## src/rtl/vsf_pkg.sv

```systemverilog
// Package: shared types for the serial voice fetch master.
// Assumes: nothing beyond standard SystemVerilog.
package vsf_pkg;
    typedef enum logic [1:0] {
        VSF_IDLE = 2'd0,
        VSF_ADDR = 2'd1,
        VSF_READ = 2'd2
    } vsf_state_t;
endpackage

```

## src/rtl/vsf_phase_timer.sv

```systemverilog
// Module: serial clock phase generator. While run is high it produces a
// level that holds each value for max(half_cyc,1) system cycles, starting
// low. It flags the cycle before each rising and each falling transition.
// Assumes: half_cyc does not change while run is high.
module vsf_phase_timer #(
    parameter int DIV_W = 8
) (
    input  logic             clk,
    input  logic             rst_n,
    input  logic             run,
    input  logic [DIV_W-1:0] half_cyc,
    output logic             phase,
    output logic             rise_p,
    output logic             fall_p
);
    logic [DIV_W-1:0] cnt;
    logic [DIV_W-1:0] lim;
    logic             wrap;

    // Effective phase length: a zero setting behaves as one cycle.
    always_comb begin
        lim  = (half_cyc == '0) ? DIV_W'(1) : half_cyc;
        wrap = (cnt == lim - DIV_W'(1));
    end

    assign rise_p = run & wrap & ~phase;
    assign fall_p = run & wrap &  phase;

    // Count cycles within a phase and toggle the level at the end of each phase.
    always_ff @(posedge clk) begin
        if (!rst_n || !run) begin
            cnt   <= '0;
            phase <= 1'b0;
        end else if (wrap) begin
            cnt   <= '0;
            phase <= ~phase;
        end else begin
            cnt   <= cnt + DIV_W'(1);
        end
    end
endmodule

```

## src/rtl/vsf_addr_shifter.sv

```systemverilog
// Module: address serializer. Loads a start address and presents it one
// bit at a time, most significant first. It flags the last bit.
// Assumes: shift is asserted once per address clock pulse.
module vsf_addr_shifter #(
    parameter int ADDR_W = 24
) (
    input  logic              clk,
    input  logic              rst_n,
    input  logic              load,
    input  logic [ADDR_W-1:0] load_val,
    input  logic              shift,
    output logic              msb,
    output logic              last
);
    localparam int CW = $clog2(ADDR_W);

    logic [ADDR_W-1:0] shreg;
    logic [CW-1:0]     bcnt;

    assign msb  = shreg[ADDR_W-1];
    assign last = (bcnt == CW'(ADDR_W - 1));

    // Load the address, then move one bit towards the output per shift.
    always_ff @(posedge clk) begin
        if (!rst_n) begin
            shreg <= '0;
            bcnt  <= '0;
        end else if (load) begin
            shreg <= load_val;
            bcnt  <= '0;
        end else if (shift) begin
            shreg <= {shreg[ADDR_W-2:0], 1'b0};
            bcnt  <= last ? '0 : bcnt + CW'(1);
        end
    end
endmodule

```

## src/rtl/vsf_sample_deser.sv

```systemverilog
// Module: sample assembler. Collects captured bits, first bit into the
// top position, and emits a word plus a one-cycle strobe every
// SAMPLE_W bits.
// Assumes: clear is held while no read phase is active.
module vsf_sample_deser #(
    parameter int SAMPLE_W = 5
) (
    input  logic                clk,
    input  logic                rst_n,
    input  logic                clear,
    input  logic                capture,
    input  logic                bit_in,
    output logic [SAMPLE_W-1:0] sample,
    output logic                sample_vld
);
    localparam int CW = $clog2(SAMPLE_W);

    logic [SAMPLE_W-2:0] shreg;
    logic [CW-1:0]       bcnt;
    logic                full;

    assign full = (bcnt == CW'(SAMPLE_W - 1));

    // Gather bits and publish the finished word with a single-cycle strobe.
    always_ff @(posedge clk) begin
        if (!rst_n) begin
            shreg      <= '0;
            bcnt       <= '0;
            sample     <= '0;
            sample_vld <= 1'b0;
        end else begin
            sample_vld <= 1'b0;
            if (clear) begin
                shreg <= '0;
                bcnt  <= '0;
            end else if (capture) begin
                shreg <= {shreg[SAMPLE_W-3:0], bit_in};
                if (full) begin
                    sample     <= {shreg, bit_in};
                    sample_vld <= 1'b1;
                    bcnt       <= '0;
                end else begin
                    bcnt <= bcnt + CW'(1);
                end
            end
        end
    end
endmodule

```

## src/rtl/voice_serial_fetch.sv

```systemverilog
// Module: serial voice memory fetch master (top). Accepts a request and
// start address, shifts the address out on the address clock, then reads
// a continuous bit stream with the read clock and delivers packed samples.
// Assumes: start_addr, half_cyc and float_idle stay stable while busy; the
// pad ring combines sd_out, sd_oe and sd_in into one bidirectional pin.
module voice_serial_fetch #(
    parameter int ADDR_W   = 24,
    parameter int SAMPLE_W = 5,
    parameter int DIV_W    = 8
) (
    input  logic                clk,
    input  logic                rst_n,
    input  logic                req,
    input  logic [ADDR_W-1:0]   start_addr,
    input  logic [DIV_W-1:0]    half_cyc,
    input  logic                float_idle,
    input  logic                sd_in,
    output logic                aclk_o,
    output logic                rclk_o,
    output logic                sd_out,
    output logic                sd_oe,
    output logic                bus_oe,
    output logic [SAMPLE_W-1:0] sample,
    output logic                sample_vld,
    output logic                busy
);
    import vsf_pkg::*;

    vsf_state_t state;
    logic       phase, rise_p, fall_p;
    logic       addr_msb, addr_last;
    logic       in_idle, in_addr, in_read;

    assign in_idle = (state == VSF_IDLE);
    assign in_addr = (state == VSF_ADDR);
    assign in_read = (state == VSF_READ);

    vsf_phase_timer #(.DIV_W(DIV_W)) u_timer (
        .clk      (clk),
        .rst_n    (rst_n),
        .run      (!in_idle),
        .half_cyc (half_cyc),
        .phase    (phase),
        .rise_p   (rise_p),
        .fall_p   (fall_p)
    );

    vsf_addr_shifter #(.ADDR_W(ADDR_W)) u_addr (
        .clk      (clk),
        .rst_n    (rst_n),
        .load     (in_idle),
        .load_val (start_addr),
        .shift    (in_addr & fall_p),
        .msb      (addr_msb),
        .last     (addr_last)
    );

    vsf_sample_deser #(.SAMPLE_W(SAMPLE_W)) u_deser (
        .clk        (clk),
        .rst_n      (rst_n),
        .clear      (!in_read),
        .capture    (in_read & rise_p & req),
        .bit_in     (sd_in),
        .sample     (sample),
        .sample_vld (sample_vld)
    );

    // Sequence idle -> address -> read, leaving to idle as soon as req drops.
    always_ff @(posedge clk) begin
        if (!rst_n) begin
            state <= VSF_IDLE;
        end else begin
            unique case (state)
                VSF_IDLE: if (req) state <= VSF_ADDR;
                VSF_ADDR: begin
                    if (!req)                       state <= VSF_IDLE;
                    else if (fall_p && addr_last)   state <= VSF_READ;
                end
                VSF_READ: if (!req) state <= VSF_IDLE;
                default:  state <= VSF_IDLE;
            endcase
        end
    end

    // Pin drive: clocks gated by phase, data driven only in the address phase or a held idle bus.
    always_comb begin
        busy   = !in_idle;
        aclk_o = in_addr & phase;
        rclk_o = in_read & phase;
        sd_out = in_addr & addr_msb;
        sd_oe  = in_addr | (in_idle & !float_idle);
        bus_oe = busy | !float_idle;
    end
endmodule

```

## config.mk

```make
export PLATFORM = sky130hd
export DESIGN_NAME = voice_serial_fetch
export DESIGN_NICKNAME = d
export VERILOG_FILES = /design/src/rtl/vsf_pkg.sv /design/src/rtl/vsf_phase_timer.sv /design/src/rtl/vsf_addr_shifter.sv /design/src/rtl/vsf_sample_deser.sv /design/src/rtl/voice_serial_fetch.sv
export SDC_FILE = /design/constraint.sdc
export NUM_CORES = 1
export LEC_CHECK = 0
export BUFFER_PORTS_ARGS = -buffer_cell sky130_fd_sc_hd__buf_2
export CELL_PAD_IN_SITES_DETAIL_PLACEMENT = 1
export CELL_PAD_IN_SITES_GLOBAL_PLACEMENT = 1
export CORE_MARGIN = 5
export CORE_UTILIZATION = 30
export DETAILED_ROUTE_END_ITERATION = 10
export PLACE_DENSITY_LB_ADDON = 0.1
export SLEW_MARGIN = 25
export SYNTH_ARGS = -nofsm -noshare
export SYNTH_HDL_FRONTEND = slang
export SYNTH_SLANG_ARGS = --single-unit
```

## constraint.sdc

```tcl
create_clock -name clk -period 3.4 [get_ports clk]
set_input_delay 0.85 -clock clk [delete_from_list [all_inputs] [get_ports clk]]
set_output_delay 0.85 -clock clk [all_outputs]
set_load 0.02 [all_outputs]
```

* Word level (Yosys, flattened, before mapping)
Index checks and enable logic that the tools add are counted.
Cells by class: $add $sub $neg 4, equal/unequal tests 8, mux-type cells 11, bitwise gates (word level) 14, reduce and logical (&&, ||, !) cells 14
Operators by type and width (count):
- $mux 24 | 2
- $and 1x1->1 | 10
- $reduce_and 3->1 | 3
- $add 8x1->8 const B | 1
- $eq 8x8->1 | 1
- $logic_not 8->1 | 1
- $mux 2 | 4
- $mux 8 | 1
- $sub 8x1->8 const B | 1
- $pmux 2 s3 | 1
- $add 5x1->5 const B | 1
- $eq 5x5->1 const B | 1
- $mux 5 | 1
- $ne 2x2->1 const B | 2
- $reduce_or 2->1 | 2
- $add 3x1->3 const B | 1
- $eq 3x3->1 const B | 1
- $logic_not 1->1 | 3
- $mux 3 | 1
- $ne 3x2->1 const B | 1
- $eq 2x1->1 const B | 1
- $eq 2x2->1 const B | 1
- $logic_not 2->1 | 1
- $not 1->1 | 2
- other kinds (6) | 7
Storage, ports and cells: register bits 53, output and inout bits 12, logic and storage cells 60

* Longest topological paths before layout
Gate-level depths: netlist (run 1).
word-level depth 10, gate-level depth with buffers 11

* Modules after synthesis
Synthesis (run 1) repeated with hierarchy kept, for this count alone.
Second synthesis, totals: cell total of the unflattened synthesis 305, area total of the unflattened synthesis 2761.4 um^2
Modules (own cells, without submodules):
- vsf_addr_shifter | times used 1, cells an instance 153, area each 1375.1 um^2, seq. area each 580.6 um^2
- vsf_phase_timer | times used 1, cells an instance 75, area each 664.4 um^2, seq. area each 180.2 um^2
- vsf_sample_deser | times used 1, cells an instance 58, area each 583.1 um^2, seq. area each 260.2 um^2
- voice_serial_fetch | times used 1, cells an instance 19, area each 138.9 um^2, seq. area each 40.0 um^2

* Worst setup path before layout (run 1)
OpenSTA, ideal clock, no wires.
kind input to register, start point input half_cyc[3], end point register u_addr.shreg[11], setup time 0.132 ns, arrival time 3.123 ns, slack 0.144 ns, cell stages on the path 10, path buffers 2, cell sequence nor4_4 a21oi_1 ha_1 and3_1 a211o_1 or4_4 buf_6 clkbuf_1 o211ai_1 a31oi_1
On the way: word-level cells in the longest chain between the ends 8
Ends and longest elaborated chain:
- from (decl) | line voice_serial_fetch.sv:15 | input logic [DIV_W-1:0] half_cyc,
- $logic_not 8->1 | line vsf_phase_timer.sv:22 | lim = (half_cyc == '0) ? DIV_W'(1) : half_cyc;
- $mux 8 * | line vsf_phase_timer.sv:22
- $sub 8x1->8 * | line vsf_phase_timer.sv:23 | wrap = (cnt == lim - DIV_W'(1));
- $eq 8x8->1 * | line vsf_phase_timer.sv:23
- $and 1x1->1 * (2 in a row) | line vsf_phase_timer.sv:27 | assign fall_p = run & wrap & phase;
- $and 1x1->1 * | line voice_serial_fetch.sv:53 | .shift (in_addr & fall_p),
- $reduce_bool 2->1 (no line) *
- to (signal assigned) | line vsf_addr_shifter.sv:29 | shreg <= load_val;
- to (signal assigned) | line vsf_addr_shifter.sv:32 | shreg <= {shreg[ADDR_W-2:0], 1'b0};
- to (decl) | line vsf_addr_shifter.sv:17 | logic [ADDR_W-1:0] shreg;
Every way passes the cells marked *; elsewhere a longest branch is shown, timed or not. A chain may end at the register's enable or synchronous reset.

* Final worst setup path (run 1)
start point input half_cyc[3], end point register u_addr.bcnt[1]
On the way: word-level cells in the longest chain between the ends 7
Ends and longest elaborated chain:
- $logic_not 8->1 | line vsf_phase_timer.sv:22
- $mux 8 * | line vsf_phase_timer.sv:22
- $sub 8x1->8 * | line vsf_phase_timer.sv:23
- $eq 8x8->1 * | line vsf_phase_timer.sv:23
- $and 1x1->1 * (2 in a row) | line vsf_phase_timer.sv:27
- $and 1x1->1 * | line voice_serial_fetch.sv:53
- to (signal assigned) | line vsf_addr_shifter.sv:33 | bcnt <= last ? '0 : bcnt + CW'(1);
- to (decl) | line vsf_addr_shifter.sv:18 | logic [CW-1:0] bcnt;
Marks and branches as above.

==> metrics.yaml, run 1 <==
logic_synthesis:
  yosysSeqAreaShare: 0.386
  ys_types: 48
  synth-edff-count: 0
  yosys_warnings: 0
  syn-mean-instance-area_sq_um: 8.31
  synth_nets: 373
  synthCells: 331
  synth.cell_area_sq_um: 2750
  postSynthRegisterBits: 53
  synth_ff_type: "dfxtp_1"
  async_flop_share: 0
pwr:
  clockPowerShare: 0.314
  power.share.switching: 0.258
  total_leakage_power_nw: 1.24
  ir_drop_mv: 0.142
  pwr_density_cell_nw_per_um2: 353
  p_switching_mw: 0.299
  p_comb_frac: 0.124
  seqPwrFrac: 0.562
  total_power_mw: 1.16
  power.internal_mw: 0.860
critical_path:
  critical_path_most_common_cell: "a21oi_1"
  r2r_cells: 7
  critical_path.n_buffers_inverters: 1
  regToRegEndpoint: "u_addr.bcnt[1]"
  crit_required_ns: 3.63
  worstPathMaxFanout: 8
  worstReg2RegStart: "u_timer.cnt[2]"
  criticalPathCategory: "in -> reg"
  r2r_setup_slack_ns: 1.10
  crit_chain: "buf_2 -> nor4_4 -> a21oi_1 -> ha_1 -> and3_1 -> a211o_1 -> or4_4 -> or4b_1 -> a21oi_1"
  crit_path_end: "u_addr.bcnt[1]"
  cp.depth: 9
  cp_slowest_stage_delay_ns: 0.55
  critical_path.startpoint: "half_cyc[3]"
  cpLargestDelayFamily: "simple AND/OR/NAND/NOR gates"
  timing.critical_path.slowest_stage_cell: "or4_4"
  critPathArrivalTime_ns: 3.33
  critPathCaptureType: "register"
  timing.critical_path.from_type: "input port"
clock_network:
  number_of_cts_inserted_buffers: 5
  resized_cells_post_cts: 0
  cts_root_buf: "clkbuf_8"
  clk_path_buf_depth: 2
  clock_sink_count: 53
  clkSlewWorstSetupHoldPaths_ns: 0.09
  tritoncts_clock_tree: "done"
  cts_setup_buffers: 0
  worst_skew_pair.late_latency_ns: 0.30
  cts_max_level: 2
  cts.hold.buffers_added: 0
routing:
  antenna_left: 0
  drt_wl_total_mm: 7.93
  drc: 0
  drt-pass1-iter-count: 4
  vias: 2694
  wl_per_cell_um: 16.0
  vias_per_cell: 5.45
  drt_first_iter_violations: 76
floorplanning:
  initial_core_util: 0.302
  rows: 35
  coreArea_sq_um: 9110
  die-width_um: 106
  fp.dieArea_sq_um: 11200
  die_h_um: 106
  io_pins: 49
timing:
  finalHoldViolCount: 0
  report.final.setup_viol: 0
  timing.hold.ws_ns: 0.474
  finalWorstPathRequiredPeriod_ns: 3.10
  final_max_slew_viol_count: 0
  final_min_period_over_clock_period: 0.911
  clock-skew-final_ns: 0.00629
  timing_worst_slew_pin_value_ns: 0.784
  slew-limit-headroom: 0.474
  max_clock_freq_mhz: 323
  grt_setup_unrepaired: "false"
global_route:
  grt_remaining_overflow: 0
  grt_start_max_net_pins: 31
  first_global_vias: 2898
  initial_antenna_violation_count: 0
  grt_first_pass_wirelength_mm: 13.8
  gr-usage-all-layers: 0.147
place:
  cell_count_post_placement: 487
  finalWeightedCongestion: 0.773
  dp_hpwl_mm: 5.57
  portBuffers: 48
outcome:
  status: "finished clean"
worst_hold_path:
  hold_path_class: "reg -> reg"
final_layout:
  final_layout_size_suffix_gt1_frac: 0.227
  insertedDiodeCount: 0
  final_cells: 494
  relative_area_change_from_synthesis_to_final_layout_pct: 19.5
  final_nets: 425
job:
  cap_violations: 0
-- sequential cells by signal (all words and copies together) (netlist names) --
| signal | cells |
|---|---|
| u_deser.bcnt | 3 |
| u_timer.cnt | 8 |
| u_addr.bcnt | 5 |
| u_deser.sample | 5 |
| state | 2 |
| u_deser.sample_vld | 1 |
| u_timer.phase | 1 |
| u_addr.shreg | 24 |
| u_deser.shreg | 4 |
-- per-layer routing --
layer	share of wire	global-route usage	vias to the layer above
met4	0.0069	0.0287	0
li1	-	-	1349
met3	0.029	0.0294	7
met5	0	0	-
met1	0.48	0.189	1312
met2	0.49	0.255	26
-- placed cells by master, fill, tap and decap left out, types with 7 or more instances in the layout --
cell / instances
buf_2: 48
a31oi_1: 22
mux2i_1: 7
inv_1: 11
a21oi_1: 18
o211ai_1: 23
nand2_1: 36
buf_4: 19
nor2_1: 13
o21ai_0: 10
nand4_1: 24
nand3_1: 17
dfxtp_1: 53
-- final cells by class --
cell class	count	area [sq um]
inverter	13	48.8
multi-input combinational	242	1550
clock buffer	7	86.3
fill	1119	5820
sequential	53	1060
tap	111	139
timing repair buffer	68	403
-- logic make-up (layout without fill, tap and decap cells) --
family	after synthesis	in the layout	synth area share
AO/OA/AOI/OAI	90	90	0.212
buffers and inverters	36	88	0.0537
AND/OR/NAND/NOR	128	128	0.261
XOR/XNOR	11	11	0.0350
multiplexers	8	8	0.0296
adder cells (fa/ha/maj)	5	5	0.0227
flip-flops	53	53	0.386
-- power groups by stage --
| stage | registers [mW] | clock network, mW | logic [mW] |
|---|---|---|---|
| after floorplan | 0.662 | 0 | 0.0774 |
| after global placement | 0.665 | 0 | 0.142 |
| after detailed placement | 0.665 | 0 | 0.145 |
| after CTS | 0.651 | 0.391 | 0.146 |
| after global routing | 0.653 | 0.414 | 0.160 |
| final | 0.651 | 0.364 | 0.144 |
-- through the flow --
stage / TNS, ns / utilization / setup WS [ns] / instance area, sq um
2_1_floorplan: 0 / - / 0.144 / 2750
3_3_place_gp: 0 / 0.351 / 0.0724 / 3200
3_5_place_dp: -0.0150 / 0.351 / -0.0150 / 3200
4_1_cts: 0 / 0.361 / 0.314 / 3290
5_1_grt: 0 / 0.361 / 0.156 / 3290
6_report: 0 / 0.361 / 0.303 / 3290
-- synth_stat cells, drive strengths merged, types with 3 or more instances --
cell type   n  area (sq um)
mux2i       7          70.1
and3        5          31.3
buf         5          31.3
clkbuf     18          67.6
xor2        6          52.6
nor2       14          52.6
o211ai     23           173
nand3b      3          22.5
a31oi      22           138
nand2      36           135
a21oi      18          90.1
o21ai      13          65.1
nor3        4          30.0
ha          5          62.6
nand4      24           150
nor4        5          52.6
nand3      17          85.1
dfxtp      53          1060
or4         8          67.6
or3         4          25.0
xnor2       5          43.8
inv        12          45.0
-- worst register-to-register path, stage by stage, from the launching register on --
cell and delay (ns):
dfxtp_1 0.49, nand2_1 0.09, o31ai_1 0.23, nand4b_1 0.17, or3_1 0.40, buf_12 0.18, or4b_1 0.53, a21oi_1 0.15
-- worst min path at each step --
stage                            startpoint                 to  slack [ns]  depth (start not counted)
after floorplan            u_deser.shreg[3]   u_deser.shreg[3]        0.44                          2
after global placement     u_deser.shreg[3]   u_deser.shreg[3]        0.45                          2
after detailed placement   u_deser.shreg[3]   u_deser.shreg[3]        0.46                          2
after CTS                  u_deser.shreg[3]   u_deser.shreg[3]        0.48                          2
after global routing      u_deser.sample[4]  u_deser.sample[4]        0.51                          2
final                      u_deser.shreg[3]   u_deser.shreg[3]        0.47                          2
No activity file was read; power rests on OpenSTA's default activity.
==> run 2: changes to the inputs <==
Settings changed: SETUP_SLACK_MARGIN from default to 0.4.
==> metrics.yaml, run 2 (synthesis gave the netlist of run 1 again) <==
outcome:
  status: "finished clean"
critical_path:
  critPathCaptureType: "register"
  worstPathMaxFanout: 8
  critPathArrivalTime_ns: 3.18
  regToRegEndpoint: "u_addr.bcnt[4]"
  worstReg2RegStart: "state[1]"
  criticalPathCategory: "in -> reg"
  r2r_cells: 7
  crit_required_ns: 3.64
  r2r_setup_slack_ns: 1.14
  timing.critical_path.from_type: "input port"
routing:
  drc: 0
  wl_per_cell_um: 16.3
  vias: 2765
  drt_wl_total_mm: 8.11
  vias_per_cell: 5.55
  antenna_left: 0
  drt-pass1-iter-count: 4
  drt_first_iter_violations: 108
place:
  placed_cell_area_sq_um: 3210
  finalWeightedCongestion: 0.774
  dp_hpwl_mm: 5.62
  portBuffers: 48
clock_network:
  cts_root_buf: "clkbuf_8"
  cts_max_level: 2
  clock_sink_count: 53
  clk_path_buf_depth: 2
  clkSlewWorstSetupHoldPaths_ns: 0.10
  tritoncts_clock_tree: "done"
  cts.hold.buffers_added: 0
  number_of_cts_inserted_buffers: 5
  worst_skew_pair.late_latency_ns: 0.30
final_layout:
  relative_area_change_from_synthesis_to_final_layout_pct: 23.7
  largest_registers: "u_addr.shreg (24), u_timer.cnt (8)"
  max_flop_register: "u_addr.shreg"
  final_layout_size_suffix_gt1_frac: 0.258
  most_common_cell_after_layout_fill_and_taps_aside: "dfxtp_1"
  flip_flop_count_of_the_largest_register_all_copies_and_words_added: 24
  n_fill_cell: 1107
  ff_latch_area_sq_um: 1060
  insertedDiodeCount: 0
  commonest_non_fill_non_tap_cells_in_the_layout: "53 x dfxtp_1, 48 x buf_2, 36 x nand2_1"
  layout.cell_area.non_filler_sq_um: 3400
  multi_input_area_sq_um: 1620
  final_nets: 429
global_route:
  grt_remaining_overflow: 0
  gr-usage-all-layers: 0.151
  first_global_vias: 2871
  grt_first_pass_wirelength_mm: 14.1
  initial_antenna_violation_count: 0
  grt_start_max_net_pins: 43
timing:
  grt_setup_unrepaired: "true"
  report.final.setup_viol: 0
  final_min_period_over_clock_period: 0.867
  max_clock_freq_mhz: 339
  final_max_slew_viol_count: 0
  finalWorstPathRequiredPeriod_ns: 2.95
  timing.hold.ws_ns: 0.473
  finalSetupTns_ns: 0
  clock-skew-final_ns: 0.0129
  slew-limit-headroom: 0.531
  timing_worst_slew_pin_value_ns: 0.700
  finalHoldViolCount: 0
floorplanning:
  die_h_um: 106
  die-width_um: 106
  fp.dieArea_sq_um: 11200
  coreArea_sq_um: 9110
  rows: 35
  initial_core_util: 0.302
  io_pins: 49
worst_hold_path:
  whs_path_depth: 2
  min_delay_endpoint: "u_deser.shreg[3]"
  hp-start: "u_deser.shreg[3]"
  hold_path_class: "reg -> reg"
pwr:
  power.internal_mw: 0.865
  power.share.switching: 0.263
  pwr_density_cell_nw_per_um2: 345
  p_switching_mw: 0.309
  total_power_mw: 1.17
  ir_drop_mv: 0.176
  clockPowerShare: 0.314
  total_leakage_power_nw: 1.27
  seqPwrFrac: 0.555
  p_comb_frac: 0.131
job:
  cap_violations: 0
## run 2: area by class of cell
class | count | share of cell area
clock buffer | 6 | 0.0243
clock inverter | 1 | 0.00221
inverter | 13 | 0.0143
multi-input combinational | 242 | 0.476
sequential | 53 | 0.312
tap | 111 | 0.0408
timing repair buffer | 72 | 0.131
## run 2: worst max-delay path by stage
stage	slack (ns)	startpoint	cells past startpoint	to
after floorplan	0.25	half_cyc[4]	10	u_addr.bcnt[2]
after detailed placement	0.01	half_cyc[4]	9	u_addr.bcnt[0]
after global placement	0.07	half_cyc[4]	9	u_addr.bcnt[0]
after CTS	0.41	half_cyc[5]	9	u_addr.bcnt[1]
after global routing	0.37	half_cyc[5]	10	u_addr.bcnt[1]
final	0.45	half_cyc[5]	9	u_addr.bcnt[1]
## run 2: metrics by stage
stage / cells / util / setup slack, ns
final: 498 / 0.374 / 0.452
after global routing: 498 / 0.374 / 0.370
after detailed placement: 486 / 0.353 / 0.0130
after floorplan: 331 / - / 0.250
after CTS: 497 / 0.367 / 0.405
after global placement: 486 / 0.353 / 0.0691
## run 2: routing by layer
metal,vias to the layer above,part of all wire,GRT usage
li1,1358,-,-
met1,1367,0.47,0.197
met2,31,0.49,0.255
met3,9,0.029,0.0269
met4,0,0.013,0.0389
met5,-,0,0
## run 2: power by group through the flow
stage	Clock, mW	Combinational (mW)	Sequential (mW)
after detailed placement	0	0.146	0.666
after global routing	0.414	0.172	0.654
after global placement	0	0.142	0.665
after CTS	0.387	0.151	0.651
final	0.368	0.154	0.651
after floorplan	0	0.0780	0.662
## run 2: repair_timing
action                     CTS  global route
setup endpoints to repair    6            27
setup buffers                4             1
resized for setup            2            10
pin swaps                    5             2
## run 2: critical path: stages
cell and delay [ns]:
buf_2 0.12, nor4_4 0.30, a21oi_2 0.12, ha_4 0.19, and3_1 0.14, a211o_1 0.25, or4_4 0.55, or4b_1 0.52
a21oi_1 0.12
==> run 3: changes to the inputs <==
Settings changed: CELL_PAD_IN_SITES_DETAIL_PLACEMENT 1 to default, CELL_PAD_IN_SITES_GLOBAL_PLACEMENT 1 to default, PLACE_DENSITY_LB_ADDON 0.1 to default.
==> metrics.yaml, run 3 (synthesis gave the netlist of run 1 again) <==
floorplanning:
  initial_core_util: 0.302
  die_h_um: 106
  fp.dieArea_sq_um: 11200
  rows: 35
  io_pins: 49
  die-width_um: 106
  coreArea_sq_um: 9110
timing:
  finalSetupTns_ns: 0
  setup_ws_ns: 0.410
  finalWorstPathRequiredPeriod_ns: 2.99
  finalHoldViolCount: 0
  timing.hold.ws_ns: 0.475
  slew-limit-headroom: 0.574
  max_clock_freq_mhz: 334
  final_max_slew_viol_count: 0
  final_min_period_over_clock_period: 0.879
  clock-skew-final_ns: 0.00907
  report.final.setup_viol: 0
  timing_worst_slew_pin_value_ns: 0.637
  grt_setup_unrepaired: "true"
final_layout:
  layout.cell_area.non_filler_sq_um: 3460
  relative_area_change_from_synthesis_to_final_layout_pct: 25.8
  final_layout_size_suffix_gt1_frac: 0.258
  flip_flop_count_of_the_largest_register_all_copies_and_words_added: 24
  most_common_cell_after_layout_fill_and_taps_aside: "dfxtp_1"
  insertedDiodeCount: 0
  commonest_non_fill_non_tap_cells_in_the_layout: "53 x dfxtp_1, 46 x buf_2, 36 x nand2_1"
  final_nets: 426
  largest_registers: "u_addr.shreg (24), u_timer.cnt (8)"
  max_flop_register: "u_addr.shreg"
place:
  placed_cell_area_sq_um: 3180
  portBuffers: 48
  finalWeightedCongestion: 0.881
  dp_hpwl_mm: 4.85
  place_worst_setup_slack_ns: 0.0884
clock_network:
  cts_max_level: 2
  clk_path_buf_depth: 2
  cts_root_buf: "clkbuf_8"
  clkSlewWorstSetupHoldPaths_ns: 0.09
  number_of_cts_inserted_buffers: 5
  clock_sink_count: 53
  tritoncts_clock_tree: "done"
  worst_skew_pair.late_latency_ns: 0.30
global_route:
  gr-usage-all-layers: 0.125
  grt_first_pass_wirelength_mm: 11.9
  grt_remaining_overflow: 0
  initial_antenna_violation_count: 0
  grt_start_max_net_pins: 43
  first_global_vias: 2540
critical_path:
  timing.critical_path.from_type: "input port"
  critPathArrivalTime_ns: 3.23
  criticalPathCategory: "in -> reg"
  worstReg2RegStart: "u_timer.cnt[6]"
  worstPathMaxFanout: 6
  r2r_setup_slack_ns: 1.18
  r2r_cells: 6
  regToRegEndpoint: "u_addr.bcnt[1]"
  crit_required_ns: 3.64
  critPathCaptureType: "register"
pwr:
  ir_drop_mv: 0.156
  pwr_density_cell_nw_per_um2: 338
  total_power_mw: 1.17
  total_leakage_power_nw: 1.30
routing:
  drc: 0
  drt_wl_total_mm: 7.38
  wl_per_cell_um: 14.9
  vias: 2700
  antenna_left: 0
  drt_first_iter_violations: 118
  drt-pass1-iter-count: 4
  vias_per_cell: 5.45
worst_hold_path:
  hold_path_class: "reg -> reg"
  hp-start: "u_deser.shreg[3]"
  whs_path_depth: 2
  min_delay_endpoint: "u_deser.shreg[3]"
outcome:
  status: "finished clean"
job:
  cap_violations: 0
-- run 3: cell types whose count changed in the layout (fill, tap and decap cells not counted), sizes merged --
cell / before / now
buf: 72 / 66
clkbuf: 6 / 10
clkinvlp: 1 / 0
-- run 3: power breakdown --
group / switching [mW] / internal (mW) / total, mW / leakage [nW]
Clock: 0.196 / 0.162 / 0.359 / 0.0443
Sequential: 0.0111 / 0.639 / 0.650 / 0.433
Combinational: 0.0893 / 0.0702 / 0.160 / 0.820
Total: 0.297 / 0.872 / 1.17 / 1.30
-- run 3: per-stage QoR --
step,cells,utilization
CTS,488,0.359
floorplan,331,-
global placement,481,0.350
detailed placement,481,0.350
finish,495,0.380
global route,495,0.380
-- run 3: worst max-delay path by stage --
stage | from | endpoint | cells past startpoint
global placement | half_cyc[4] | u_addr.bcnt[1] | 10
detailed placement | half_cyc[4] | u_addr.bcnt[1] | 10
CTS | half_cyc[4] | u_addr.bcnt[1] | 10
floorplan | half_cyc[4] | u_addr.bcnt[2] | 10
finish | half_cyc[3] | u_addr.bcnt[1] | 9
global route | half_cyc[2] | u_addr.bcnt[1] | 9
-- run 3: final cells by class --
| class | count | area [sq um] |
|---|---|---|
| Multi-Input combinational cell | 242 | 1620 |
| Fill cell | 937 | 5650 |
| Timing Repair Buffer | 69 | 500 |
| Sequential cell | 53 | 1060 |
| Inverter | 13 | 48.8 |
| Clock buffer | 7 | 86.3 |
| Tap cell | 111 | 139 |
-- run 3: metal layers --
layer | track usage | part of all wire
met4 | 0.0231 | 0.0054
met5 | 0 | 0
met1 | 0.166 | 0.47
met2 | 0.208 | 0.48
met3 | 0.0306 | 0.044
-- run 3: repair_timing --
action	in CTS	in global routing
setup endpoints to repair	0	9
hold buffers	0	0
gates resized for setup	0	18
buffers inserted	0	4
-- run 3: worst max-delay path, stage by stage --
cell     delay, ns
buf_6         0.11
nor4_4        0.31
a21oi_2       0.13
ha_4          0.19
and3_1        0.15
a211o_1       0.26
or4_4         0.54
or4b_4        0.56
a21oi_2       0.14
